<file path="config.mk">
export PLATFORM = sky130hd
export DESIGN_NAME = spi_fifo_master
export DESIGN_NICKNAME = d
export VERILOG_FILES = /design/src/rtl/sfm_pkg.sv /design/src/rtl/sfm_fifo.sv /design/src/rtl/sfm_sclk_div.sv /design/src/rtl/sfm_shift_engine.sv /design/src/rtl/spi_fifo_master.sv
export SDC_FILE = /design/constraint.sdc
export NUM_CORES = 1
export LEC_CHECK = 0
export ABC_CLOCK_PERIOD_IN_PS = 5530
export BUFFER_PORTS_ARGS = -buffer_cell sky130_fd_sc_hd__buf_2
export CAP_MARGIN = 20
export CORE_UTILIZATION = 46
export DETAILED_ROUTE_END_ITERATION = 8
export PLACE_DENSITY = 0.73
export SYNTH_ARGS = -nofsm -noshare
export SYNTH_HDL_FRONTEND = slang
export SYNTH_SLANG_ARGS = --single-unit
</file>
<file path="constraint.sdc">
create_clock -name clk -period 5.53 [get_ports clk]
set_input_delay 0.2765 -clock clk [delete_from_list [all_inputs] [get_ports clk]]
set_output_delay 0.2765 -clock clk [all_outputs]
set_load 0.1 [all_outputs]
</file>
<file path="src/rtl/sfm_pkg.sv">
package sfm_pkg;

    localparam int BYTE_W = 8;
    localparam int NSS    = 3;
    localparam int DIV_W  = 8;

    typedef struct packed {
        logic           cpol;
        logic           cpha;
        logic           decode;
        logic           force_cs;
        logic           manual_start;
        logic [2:0]     presc;
        logic [NSS-1:0] sel;
    } sfm_cfg_t;

    typedef enum logic {
        ENG_IDLE = 1'b0,
        ENG_RUN  = 1'b1
    } eng_state_t;

    // clk cycles between SCLK edges for a divider code
    function automatic logic [DIV_W-1:0] half_period(input logic [2:0] code);
        if (code <= 3'd1) return DIV_W'(2);
        return DIV_W'(1) << code;
    endfunction

    // active-low select lines for the current mode
    function automatic logic [NSS-1:0] ss_pattern(input logic act,
                                                  input logic dec,
                                                  input logic [NSS-1:0] sel);
        logic [NSS-1:0] v;
        v = '1;
        if (act) begin
            if (dec) begin
                v = sel;
            end else begin
                for (int i = 0; i < NSS; i++) begin
                    if (sel == NSS'(i)) v[i] = 1'b0;
                end
            end
        end
        return v;
    endfunction

endpackage

</file>
<file path="src/rtl/sfm_fifo.sv">
module sfm_fifo #(
    parameter int W     = 8,
    parameter int DEPTH = 8
) (
    input  logic         clk,
    input  logic         rst,
    input  logic         push,
    input  logic [W-1:0] wdata,
    input  logic         pop,
    output logic [W-1:0] rdata,
    output logic         full,
    output logic         empty
);
    localparam int AW = $clog2(DEPTH);

    logic [W-1:0] mem [DEPTH];
    logic [AW-1:0] wp, rp;
    logic [AW:0]   cnt;
    logic          do_push, do_pop;

    assign full    = (cnt == (AW+1)'(DEPTH));
    assign empty   = (cnt == '0);
    assign do_push = push && !full;
    assign do_pop  = pop && !empty;
    assign rdata   = mem[rp];

    always_ff @(posedge clk) begin
        if (do_push) mem[wp] <= wdata;
    end

    always_ff @(posedge clk) begin
        if (rst) begin
            wp  <= '0;
            rp  <= '0;
            cnt <= '0;
        end else begin
            if (do_push) wp <= wp + AW'(1);
            if (do_pop)  rp <= rp + AW'(1);
            case ({do_push, do_pop})
                2'b10:   cnt <= cnt + (AW+1)'(1);
                2'b01:   cnt <= cnt - (AW+1)'(1);
                default: cnt <= cnt;
            endcase
        end
    end
endmodule

</file>
<file path="src/rtl/sfm_sclk_div.sv">
module sfm_sclk_div #(
    parameter int DW = 8
) (
    input  logic          clk,
    input  logic          rst,
    input  logic          run,
    input  logic [DW-1:0] half,
    output logic          tick
);
    logic [DW-1:0] cnt;
    logic          at_end;

    assign at_end = (cnt == half - DW'(1));
    assign tick   = run && at_end;

    always_ff @(posedge clk) begin
        if (rst || !run)  cnt <= '0;
        else if (at_end)  cnt <= '0;
        else              cnt <= cnt + DW'(1);
    end
endmodule

</file>
<file path="src/rtl/sfm_shift_engine.sv">
module sfm_shift_engine
    import sfm_pkg::*;
#(
    parameter int W = 8
) (
    input  logic         clk,
    input  logic         rst,
    input  logic         cpol,
    input  logic         cpha,
    input  logic         load,
    input  logic         abort,
    input  logic         tick,
    input  logic [W-1:0] tx_byte,
    input  logic         miso,
    output logic         sclk,
    output logic         mosi,
    output logic         busy,
    output logic         done,
    output logic [W-1:0] rx_byte
);
    localparam int EDGES = 2 * W;
    localparam int EW    = $clog2(EDGES);

    eng_state_t    state;
    logic [EW-1:0] e;
    logic          ph;
    logic [W-1:0]  tx_sh, rx_sh, rx_next;
    logic          sample, last, first_drive;

    assign sample      = (e[0] == cpha);
    assign last        = (e == EW'(EDGES - 1));
    assign first_drive = cpha && (e == '0);
    assign rx_next     = {rx_sh[W-2:0], miso};
    assign sclk        = cpol ^ ph;
    assign mosi        = tx_sh[W-1];
    assign busy        = (state == ENG_RUN);

    always_ff @(posedge clk) begin
        if (rst) begin
            state   <= ENG_IDLE;
            e       <= '0;
            ph      <= 1'b0;
            tx_sh   <= '0;
            rx_sh   <= '0;
            done    <= 1'b0;
            rx_byte <= '0;
        end else begin
            done <= 1'b0;
            if (abort) begin
                state <= ENG_IDLE;
                e     <= '0;
                ph    <= 1'b0;
            end else if (state == ENG_IDLE) begin
                if (load) begin
                    state <= ENG_RUN;
                    e     <= '0;
                    ph    <= 1'b0;
                    tx_sh <= tx_byte;
                end
            end else if (tick) begin
                ph <= ~ph;
                e  <= e + EW'(1);
                if (sample) rx_sh <= rx_next;
                if (!sample && !last && !first_drive) tx_sh <= tx_sh << 1;
                if (last) begin
                    state   <= ENG_IDLE;
                    done    <= 1'b1;
                    rx_byte <= sample ? rx_next : rx_sh;
                end
            end
        end
    end
endmodule

</file>
<file path="src/rtl/spi_fifo_master.sv">
module spi_fifo_master
    import sfm_pkg::*;
#(
    parameter int TX_DEPTH    = 8,
    parameter int RX_DEPTH    = 8,
    parameter int SYNC_STAGES = 2
) (
    input  logic              clk,
    input  logic              rst,
    input  logic              cfg_cpol,
    input  logic              cfg_cpha,
    input  logic              cfg_decode,
    input  logic              cfg_force_cs,
    input  logic              cfg_manual_start,
    input  logic [2:0]        cfg_prescale,
    input  logic [NSS-1:0]    cfg_sel,
    input  logic              en_wr,
    input  logic              en_wdata,
    input  logic              start_cmd,
    input  logic              tx_push,
    input  logic [BYTE_W-1:0] tx_data,
    output logic              tx_full,
    output logic              tx_empty,
    input  logic              rx_pop,
    output logic [BYTE_W-1:0] rx_data,
    output logic              rx_empty,
    output logic              dev_en,
    output logic              mode_fault,
    output logic              sclk,
    output logic              mosi,
    output logic [NSS-1:0]    ss_n,
    input  logic              miso,
    input  logic              ss_in_n
);
    sfm_cfg_t cfg;
    assign cfg = '{cpol: cfg_cpol, cpha: cfg_cpha, decode: cfg_decode,
                   force_cs: cfg_force_cs, manual_start: cfg_manual_start,
                   presc: cfg_prescale, sel: cfg_sel};

    logic [SYNC_STAGES-1:0] ss_sync;
    logic                   fault_hit;
    logic                   armed;
    logic                   eng_busy, eng_done, eng_tick, go;
    logic [BYTE_W-1:0]      tx_head, rx_word;
    logic                   sel_active;

    // external select synchroniser
    always_ff @(posedge clk) begin
        if (rst) ss_sync <= '1;
        else     ss_sync <= {ss_sync[SYNC_STAGES-2:0], ss_in_n};
    end

    assign fault_hit = dev_en && !ss_sync[SYNC_STAGES-1];

    always_ff @(posedge clk) begin
        if (rst) begin
            dev_en     <= 1'b0;
            mode_fault <= 1'b0;
        end else begin
            mode_fault <= fault_hit;
            if (fault_hit)  dev_en <= 1'b0;
            else if (en_wr) dev_en <= en_wdata;
        end
    end

    // start arming for manual mode: one strobe drains the queue
    always_ff @(posedge clk) begin
        if (rst)                                        armed <= 1'b0;
        else if (start_cmd)                             armed <= 1'b1;
        else if (!eng_busy && !eng_done && tx_empty)    armed <= 1'b0;
    end

    assign go = dev_en && !fault_hit && !eng_busy && !eng_done && !tx_empty
             && (!cfg.manual_start || armed);

    // head is popped only when its word completes, so an abort keeps it
    sfm_fifo #(.W(BYTE_W), .DEPTH(TX_DEPTH)) u_txq (
        .clk   (clk),
        .rst   (rst),
        .push  (tx_push),
        .wdata (tx_data),
        .pop   (eng_done),
        .rdata (tx_head),
        .full  (tx_full),
        .empty (tx_empty)
    );

    sfm_fifo #(.W(BYTE_W), .DEPTH(RX_DEPTH)) u_rxq (
        .clk   (clk),
        .rst   (rst),
        .push  (eng_done),
        .wdata (rx_word),
        .pop   (rx_pop),
        .rdata (rx_data),
        .full  (),
        .empty (rx_empty)
    );

    sfm_sclk_div #(.DW(DIV_W)) u_div (
        .clk  (clk),
        .rst  (rst),
        .run  (eng_busy),
        .half (half_period(cfg.presc)),
        .tick (eng_tick)
    );

    sfm_shift_engine #(.W(BYTE_W)) u_eng (
        .clk     (clk),
        .rst     (rst),
        .cpol    (cfg.cpol),
        .cpha    (cfg.cpha),
        .load    (go),
        .abort   (fault_hit || !dev_en),
        .tick    (eng_tick),
        .tx_byte (tx_head),
        .miso    (miso),
        .sclk    (sclk),
        .mosi    (mosi),
        .busy    (eng_busy),
        .done    (eng_done),
        .rx_byte (rx_word)
    );

    assign sel_active = dev_en && (cfg.force_cs || !tx_empty);
    assign ss_n       = ss_pattern(sel_active, cfg.decode, cfg.sel);

endmodule

</file>
==> results of run 1 <==
layout by cell type, fill, tap and decap left out, types with 10 or more instances in the layout:
cell / synthesis / routed
buf_2: 2 / 45
mux2i_1: 25 / 25
dfxtp_1: 70 / 70
ha_1: 14 / 14
xor2_1: 19 / 19
nand2_1: 26 / 26
edfxtp_1: 128 / 128
mux2_2: 16 / 16
nor2_1: 61 / 61
a21oi_1: 26 / 26
xnor2_1: 10 / 10
clkbuf_16: 0 / 17
inv_1: 19 / 19
mux4_2: 32 / 32
critical path: cells and delay by family (launching register included):
kind                     cells  cell delay, ps
flip-flops                   1             350
adder cells (fa/ha/maj)      2             520
buffers and inverters        1              90
XOR/XNOR                     1             100
AND/OR/NAND/NOR              3            1110
AO/OA/AOI/OAI                3             510
power breakdown:
group          switching (W)  internal, W  leakage (nW)
Combinational      0.0000779    0.0000352          1.08
Clock               0.000578     0.000644         0.287
Sequential        0.00000794      0.00158          1.59
through the flow:
stage | worst slack (ps) | area, µm² | cells
global route | 2580 | 9440 | 868
CTS | 2520 | 9380 | 866
global placement | 2810 | 8800 | 834
finish | 2760 | 9440 | 868
floorplan | 157 | 8360 | 582
detailed placement | 2690 | 8800 | 834
logic make-up after synthesis:
logic type                 count (synthesis)  synth area share (%)
DFF                                      198                  62.7
and+or+nand+nor                          167                  11.4
muxes                                     74                  13.9
AOI/OAI and AO/OA                         51                  3.91
buffers and inverters                     46                  2.41
xor gates and xnor gates                  29                  3.04
adders and majority gates                 16                  2.57
other                                      1                0.0449
worst paths after layout:
check                            start  slack (ps)                        end  depth (start not counted)
max          u_txq.cnt[0]$_SDFFE_PP0P_        2760  u_txq.cnt[3]$_SDFFE_PP0P_                         10
min                            ss_in_n          50      ss_sync[0]$_SDFF_PP1_                          2
max reg2reg  u_txq.cnt[0]$_SDFFE_PP0P_        2760  u_txq.cnt[3]$_SDFFE_PP0P_                         10
min reg2reg      ss_sync[0]$_SDFF_PP1_         410      ss_sync[1]$_SDFF_PP1_                          1
registers in the layout (all words and copies together) (netlist names), 4 cells and up, named ones only:
name           count
u_rxq.cnt          4
u_rxq.mem         64
u_txq.mem         64
u_eng.rx_byte      8
u_eng.e            4
u_eng.rx_sh        8
u_eng.tx_sh        8
u_div.cnt          8
u_txq.cnt          4
final cells by class:
cell class	count	area, µm²	area share [%]
well taps	225	282	2.98
clock inverters	14	154	1.63
flip-flops and latches	198	5250	55.6
inverters	22	82.6	0.875
multi-input cells	338	2920	30.9
clock buffers	18	429	4.55
repair buffers	53	325	3.45
layer usage:
layer	vias up	GRT usage (%)	wire (µm)
met5	-	0	0
met4	0	7.14	245
met1	2382	20.7	6520
li1	2254	-	-
met2	122	29.8	7800
met3	21	4.33	717
==> reports/summary.txt, run 1 <==
Mapped Avg Cell Area: 14.4 µm²
Rel. slew slack: 28.5%
Post-CTS Repair Setup Buffers: 0
Final nets: 674
Synth Net Count: 626
synthesized instance count: 582
H-Tree Depth: 4
P_leak: 2.96 nW
initial antenna violation count: 0
Critical-path top delay cell: or4_1
Power Dens Cells: 309 nW/µm²
GP Congestion: 0.808
Final setup violation count: 0
FMAX: 0.361 GHz
standard-cell row count: 48
worst min path class: input pin to register
final core occ: 53.8%
crit-path max cell delay: 630 ps
Syn-to-layout area delta: 12.9%
Root Buffer: clkbuf_16
core area: 17,500 µm²
hold_buf cts: 0
synth unique cells: 54
min cycle time layout: 2770 ps
most common cell in the netlist: edfxtp_1
clock tree buffer depth: 2
Port Buffer Count: 45
unrepaired setup endpoints after global routing: no
DR vias/cell: 5.51
Detailed Place HPWL: 10.1 mm
ys async rst share: 0%
Pre-Repair DR Iteration Count: 6
VDD IR-drop max: 0.236 mV
initial DRC count: 284
Layout Skew: 10.3 ps
Slew @ Worst Pin: 1070 ps
Hold Slack: 46.9 ps
share of cells above drive strength 1: 24.4%
Slew Limit Fails: 0
Die W: 137 µm
Synth Warn #: 0
Resized cells post-CTS: 0
full die area: 18,700 µm²
crit end category: register
setup TNS: 0 ps
antenna-violating nets left: 0
Worst Path Arrival: 3110 ps
Post-synth EDFFs: 128
Synth area leader: edfxtp_1
Power, Total: 0.00292 W
clk_lat worst skew: 440 ps
status: complete, no violations
# DRC: 0
first-pass GRT wire length: 23.9 mm
Crit Path Category: register to register
Initial Util: 47.7%
startpoint types: register
vias in the first global route: 4,835
max_cap viols: 0
largest cells by area after synthesis: edfxtp_1 46%, dfxtp_1 17%, mux4_2 8.6%
Filler cells: 1,397
Seq/Total Area, Yosys: 62.7%
DR vias: 4,779
pin count of the biggest net entering global routing: 63
grt ovf: 0
period utilization: 50.1%
Routed WL: 15.3 mm
die height: 137 µm
cells along the critical path: or4_1 -> nand2_1 -> inv_1 -> ha_1 -> ha_1 -> a21o_1 -> a21oi_1 -> xnor2_1 -> or3_1 -> a21oi_1
top cell type's share of synthesized area: 46.0%
synthesized cell area: 8360 µm²
Total Routing Usage GR: 17.3%
I/O Pins: 46
worst-path fanout max: 5
n_diodes: 0
Synth top cells by count: 128 x edfxtp_1, 70 x dfxtp_1, 61 x nor2_1
ys flop type: edfxtp_1
Final Hold Viols: 0
wire per inst: 17.6 µm
CTS Buf Count: 17
Critical Path RT: 5870 ps
CTS tree: done
Clock Sinks: 198
FF+latch count, synth: 198
Clock transition at path regs: 70 ps
Note: power is estimated with default switching activity, not from simulation.
==> inputs of run 2 (changes only) <==
ABC_CLOCK_PERIOD_IN_PS = 2410   (was 5530)
PLACE_DENSITY = 0.75   (was 0.73)
clock period = 2.41 ns   (was 5.53 ns; I/O delays follow)
==> run 2 against run 1 <==
  * Sequential share of layout area is 2.6 points lower
  * First-iteration DRC count is 11% lower
  * Combinational power grew to 2.7 times the previous value
  * Clock power is 130% higher
  * Die area stayed put
  * Via count is 3.4% higher
  * Global-route usage is 0.87 points higher
  * Critical path depth stayed put
  * Worst hold slack worse by 25 ps
  * Critical path type unchanged
  * Critical endpoint unchanged
  * Largest cell class unchanged
==> reports/summary.txt, run 2 (synthesis gave the netlist of run 1 again) <==
Rel. slew slack: 51.6% (was 28.5%)
clk_lat worst skew: 430 ps (was 440 ps)
unrepaired setup endpoints after global routing: yes (was no)
Reg power frac: 54.0% (was 54.3%)
Worst Path Arrival: 2660 ps (was 3110 ps)
non-filler cells, final: 911 (was 868)
DR vias/cell: 5.42 (was 5.51)
H-Tree Depth: 4 (unchanged)
Logic pwr share: 4.6% (was 3.9%)
Power Dens Cells: 679 nW/µm² (was 309 nW/µm²)
Crit Path Category: register to register (unchanged)
grt ovf: 0 (unchanged)
VDD IR-drop max: 0.621 mV (was 0.236 mV)
initial antenna violation count: 0 (unchanged)
period utilization: 95.2% (was 50.1%)
# DRC: 0 (unchanged)
placed cell count: 868 (was 834)
P_int: 0.00521 W (was 0.00226 W)
n_diodes: 0 (unchanged)
Slew Limit Fails: 0 (unchanged)
FMAX: 0.436 GHz (was 0.361 GHz)
first-pass GRT wire length: 25.4 mm (was 23.9 mm)
GP Congestion: 0.854 (was 0.808)
Pre-Repair DR Iteration Count: 5 (was 6)
standard-cell row count: 48 (unchanged)
Power, Total: 0.00672 W (was 0.00292 W)
startpoint types: register (unchanged)
Filler cells: 1,360 (was 1,397)
most common cell after layout, fill and taps aside: edfxtp_1 (unchanged)
pin count of the biggest net entering global routing: 40 (was 63)
commonest non-fill, non-tap cells in the layout: 128 x edfxtp_1, 67 x dfxtp_1, 61 x nor2_1 (was 128 x edfxtp_1, 70 x dfxtp_1, 61 x nor2_1)
P_leak: 3.18 nW (was 2.96 nW)
Critical Path RT: 2780 ps (was 5870 ps)
antenna-violating nets left: 0 (unchanged)
clock tree buffer depth: 2 (unchanged)
Syn-to-layout area delta: 18.5% (was 12.9%)
biggest regs: u_rxq.mem x64, u_txq.mem x64 (unchanged)
final core occ: 56.5% (was 53.8%)
crit end category: register (unchanged)
status: complete, no violations (unchanged)
Final setup violation count: 0 (unchanged)
worst slack at placement: -92.9 ps (was 2690 ps)
core area: 17,500 µm² (unchanged)
Slew @ Worst Pin: 723 ps (was 1070 ps)
die height: 137 µm (unchanged)
CTS tree: done (unchanged)
Net Sw Frac: 22.5% (was 22.7%)
full die area: 18,700 µm² (unchanged)
max_cap viols: 0 (unchanged)
Die W: 137 µm (unchanged)
min cycle time layout: 2290 ps (was 2770 ps)
Clock transition at path regs: 70 ps (about the same)
Hold Slack: 22.2 ps (was 46.9 ps)
vias in the first global route: 5,024 (was 4,835)
initial DRC count: 253 (was 284)
Detailed Place HPWL: 10.3 mm (was 10.1 mm)
Initial Util: 47.7% (unchanged)
wire per inst: 17.0 µm (was 17.6 µm)
clock network power share: 41.4% (was 41.9%)
Root Buffer: clkbuf_16 (unchanged)
Routed WL: 15.5 mm (was 15.3 mm)
Final Hold Viols: 0 (unchanged)
Final nets: 718 (was 674)
CTS Buf Count: 17 (unchanged)
worst-path fanout max: 2 (was 5)
NetSw: 0.00151 W (was 0.000663 W)
PnR worst setup slack: 115 ps (was 2760 ps)
Clock Sinks: 198 (unchanged)
worst min path class: input pin to register (unchanged)
Port Buffer Count: 45 (unchanged)
Layout Skew: 7.40 ps (was 10.3 ps)
DR vias: 4,940 (was 4,779)
I/O Pins: 46 (unchanged)
share of cells above drive strength 1: 30.5% (was 24.4%)
Total Routing Usage GR: 18.2% (was 17.3%)
-- run 2: cell types whose count changed in the layout (fill, tap and decap cells not counted), sizes merged --
| cell | delta |
|---|---|
| buf | +33 |
| dlygate4sd3 | +11 |
| clkinv | +2 |
| inv | -2 |
| clkbuf | -1 |
-- run 2: final timing paths --
check                                                  to  slack (ps)                 startpoint  cells past startpoint
worst min register to register      ss_sync[1]$_SDFF_PP1_         410      ss_sync[0]$_SDFF_PP1_                      1
worst max-delay path            u_txq.cnt[3]$_SDFFE_PP0P_         120  u_txq.cnt[3]$_SDFFE_PP0P_                     10
worst min-delay path                  dev_en$_SDFFE_PP0P_          20                   en_wdata                      3
worst max register to register  u_txq.cnt[3]$_SDFFE_PP0P_         120  u_txq.cnt[3]$_SDFFE_PP0P_                     10
-- run 2: metal layers --
metal | part of all wire, % | up-vias | GRT usage [%]
li1 | - | 2333 | -
met1 | 42 | 2441 | 22.5
met2 | 51 | 141 | 31.4
met3 | 4.8 | 25 | 3.70
met4 | 1.9 | 0 | 6.84
met5 | 0 | - | 0
-- run 2: worst max-delay path, cell delays in order (launching register included) --
cell and delay (ps):
dfxtp_1 310, or4_4 530, nand2_2 100, inv_2 50
ha_4 160, ha_4 210, a21o_1 170, a21oi_2 160
xnor2_2 90, or3_1 320, a21oi_1 140
-- run 2: timing repair --
item,CTS,global route
setup endpoints to repair,4,5
setup buffers,0,1
endpoints found under the hold margin,67,0
hold buffers,11,0
gates resized for setup,7,10
pin swaps,1,3
-- run 2: layout make-up --
| type | instances | area (µm²) | share of cell area [%] |
|---|---|---|---|
| clock buffers | 17 | 425 | 4.29 |
| clock inverters | 14 | 164 | 1.65 |
| inverters | 22 | 85.1 | 0.859 |
| multi-input cells | 338 | 3020 | 30.5 |
| flip-flops and latches | 198 | 5250 | 53.0 |
| well taps | 225 | 282 | 2.84 |
| repair buffers | 97 | 679 | 6.86 |
-- run 2: power by group through the flow --
stage / Combinational, W / Clock (W) / Sequential [W]
detailed placement: 0.000284 / 0 / 0.00371
floorplan: 0.000173 / 0 / 0.00372
global placement: 0.000272 / 0 / 0.00371
global route: 0.000339 / 0.00297 / 0.00364
CTS: 0.000302 / 0.00285 / 0.00363
finish: 0.000309 / 0.00278 / 0.00363
-- run 2: through the flow --
stage / area (µm²) / setup TNS [ps]
final: 9910 / 0
after global routing: 9910 / -5.13
after CTS: 9840 / 0
after detailed placement: 9120 / -106
after global placement: 9120 / 0
after floorplan: 8410 / -1030
==> inputs of run 3 (changes only) <==
ABC_CLOCK_PERIOD_IN_PS = 2500   (was 2410)
PLACE_DENSITY = 0.73   (was 0.75)
clock period = 2.5 ns   (was 2.41 ns; I/O delays follow)
==> run 3 against run 2 <==
  * Routed wire length fell by 0.28%
  * Clock power hardly changed
  * Sequential power fell by 4%
  * Worst hold slack improved by 2.1 ps
  * Worst setup slack worse by 14 ps
  * Sequential share of layout area grew 0.42 points
  * Count of clock-buffer cells in the layout increased by 1
  * Power down 2.7%
  * Critical path depth is 5 lower
==> reports/summary.txt, run 3 (synthesis gave the netlist of run 1 again) <==
worst-path fanout max: 4 (was 2)
commonest non-fill, non-tap cells in the layout: 128 x edfxtp_1, 66 x dfxtp_1, 61 x nor2_1 (was 128 x edfxtp_1, 67 x dfxtp_1, 61 x nor2_1)
Port Buffer Count: 45 (unchanged)
antenna-violating nets left: 0 (unchanged)
non-filler cells, final: 906 (was 911)
status: complete, no violations (unchanged)
placed cell count: 863 (was 868)
Post-CTS Repair Setup Buffers: 0 (unchanged)
Worst Path Arrival: 2270 ps (was 2660 ps)
DR vias: 4,795 (was 4,940)
Die W: 137 µm (unchanged)
Final setup violation count: 0 (unchanged)
core area: 17,500 µm² (unchanged)
Pre-Repair DR Iteration Count: 4 (was 5)
Reg2Reg Depth: 10 (unchanged)
clk_lat worst skew: 430 ps (about the same)
first-pass GRT wire length: 24.9 mm (was 25.4 mm)
Total Routing Usage GR: 18.0% (was 18.2%)
hold path depth: 3 (unchanged)
Hold Slack: 24.3 ps (was 22.2 ps)
FMAX: 0.417 GHz
Clock transition at path regs: 80 ps (was 70 ps)
final core occ: 56.1% (was 56.5%)
Layout Skew: 11.0 ps (was 7.40 ps)
Routed WL: 15.4 mm (was 15.5 mm)
grt ovf: 0 (unchanged)
initial antenna violation count: 0 (unchanged)
biggest regs: u_rxq.mem x64, u_txq.mem x64 (unchanged)
wire per inst: 17.0 µm (about the same)
full die area: 18,700 µm² (unchanged)
HP Start: en_wdata (unchanged)
# DRC: 0 (unchanged)
Slew Limit Fails: 0 (unchanged)
r2r setup slk: 110 ps (was 120 ps)
Root Buffer: clkbuf_16 (unchanged)
hold endpoint: dev_en$_SDFFE_PP0P_ (unchanged)
Worst R2R End: u_txq.cnt[3]$_SDFFE_PP0P_ (unchanged)
fin area: 9830 µm² (was 9910 µm²)
Crit Path Category: register to output port (was register to register)
P_leak: 3.15 nW (was 3.18 nW)
register area: 5250 µm² (about the same)
unrepaired setup endpoints after global routing: yes (unchanged)
most common cell after layout, fill and taps aside: edfxtp_1 (unchanged)
GP Congestion: 0.768 (was 0.854)
Filler cells: 1,367 (was 1,360)
clock tree buffer depth: 2 (unchanged)
CTS Buf Count: 17 (unchanged)
H-Tree Depth: 4 (unchanged)
Detailed Place HPWL: 10.3 mm (about the same)
CTS tree: done (unchanged)
vias in the first global route: 5,060 (was 5,024)
initial DRC count: 292 (was 253)
die height: 137 µm (unchanged)
Rel. slew slack: 42.8% (was 51.6%)
worst r2r src: u_txq.cnt[3]$_SDFFE_PP0P_ (unchanged)
pin count of the biggest net entering global routing: 40 (unchanged)
Slew @ Worst Pin: 855 ps (was 723 ps)
max_cap viols: 0 (unchanged)
Cell Area, Placed: 9070 µm² (was 9120 µm²)
PnR worst setup slack: 101 ps (was 115 ps)
area taken by multi-input logic gates: 2980 µm² (was 3020 µm²)
Initial Util: 47.7% (unchanged)
VDD IR-drop max: 0.539 mV (was 0.621 mV)
worst min path class: input pin to register (unchanged)
Power Dens Cells: 665 nW/µm² (was 679 nW/µm²)
period utilization: 96.0%
Final nets: 712 (was 718)
min cycle time layout: 2400 ps
n_diodes: 0 (unchanged)
crit end category: output port (was register)
Clock Sinks: 198 (unchanged)
Final Hold Viols: 0 (unchanged)
DR vias/cell: 5.29 (was 5.42)
Critical Path RT: 2380 ps (was 2780 ps)
I/O Pins: 46 (unchanged)
worst slack at placement: -68.2 ps (was -92.9 ps)
standard-cell row count: 48 (unchanged)
share of cells above drive strength 1: 29.4% (was 30.5%)
Syn-to-layout area delta: 17.6% (was 18.5%)
startpoint types: register (unchanged)
-- run 3: changes by cell type in the layout (fill, tap and decap cells not counted), moves of 2 or more --
cell	change
clkinv_8	+3
ha_4	-2
ha_1	+2
inv_2	+2
buf_2	+3
buf_4	-8
inv_8	-2
-- run 3: where the power goes --
group | internal, W | total (W) | switching [W]
clock | 0.00145 | 0.00275 | 0.00130
combinational | 0.000107 | 0.000290 | 0.000183
sequential | 0.00349 | 0.00350 | 0.0000149
-- run 3: worst max path at each step --
| stage | start | to | slack (ps) | cells after the start |
|---|---|---|---|---|
| after floorplan | u_rxq.cnt[3]$_SDFFE_PP0P_ | u_rxq.cnt[3]$_SDFFE_PP0P_ | -430 | 9 |
| after global placement | u_txq.cnt[3]$_SDFFE_PP0P_ | u_txq.cnt[3]$_SDFFE_PP0P_ | 70 | 10 |
| after detailed placement | u_txq.cnt[3]$_SDFFE_PP0P_ | u_txq.cnt[3]$_SDFFE_PP0P_ | -70 | 10 |
| after CTS | u_txq.cnt[3]$_SDFFE_PP0P_ | u_txq.cnt[3]$_SDFFE_PP0P_ | 7 | 10 |
| after global routing | u_txq.cnt[3]$_SDFFE_PP0P_ | u_txq.cnt[3]$_SDFFE_PP0P_ | -5 | 10 |
| final | u_txq.cnt[3]$_SDFFE_PP0P_ | ss_n[2] | 100 | 5 |
-- run 3: stage by stage --
stage                     TNS, ps  total power, W
after detailed placement     -110         0.00385
after floorplan              -756         0.00375
final                           0         0.00654
after global routing        -4.90         0.00675
after CTS                       0         0.00658
after global placement          0         0.00383
-- run 3: area by class of cell --
type / count / area share (%)
flip-flops and latches: 198 / 53.4
well taps: 225 / 2.86
clock inverters: 14 / 1.90
clock buffers: 18 / 4.36
multi-input cells: 338 / 30.3
repair buffers: 91 / 6.34
inverters: 22 / 0.840
-- run 3: repair_timing --
| item | CTS | global route |
|---|---|---|
| resized for setup | 3 | 7 |
| hold buffers | 11 | 0 |
| setup endpoints to repair | 1 | 3 |
| endpoints found under the hold margin | 67 | 0 |
| pin swaps | 0 | 3 |
-- run 3: per-layer routing --
metal / vias to the layer above / wire [µm] / share of wire, % / global-route usage, %
li1: 2324 / - / - / -
met1: 2320 / 6170 / 40 / 20.7
met2: 131 / 8100 / 52 / 32.1
met3: 20 / 919 / 6.0 / 4.85
met4: 0 / 250 / 1.6 / 6.65
met5: - / 0 / 0 / 0
-- run 3: worst max-delay path, stage by stage (launching register included) --
cell	delay [ps]
dfxtp_2	340
or4_4	540
buf_4	180
o21ai_1	210
or3_1	160
buf_2	420
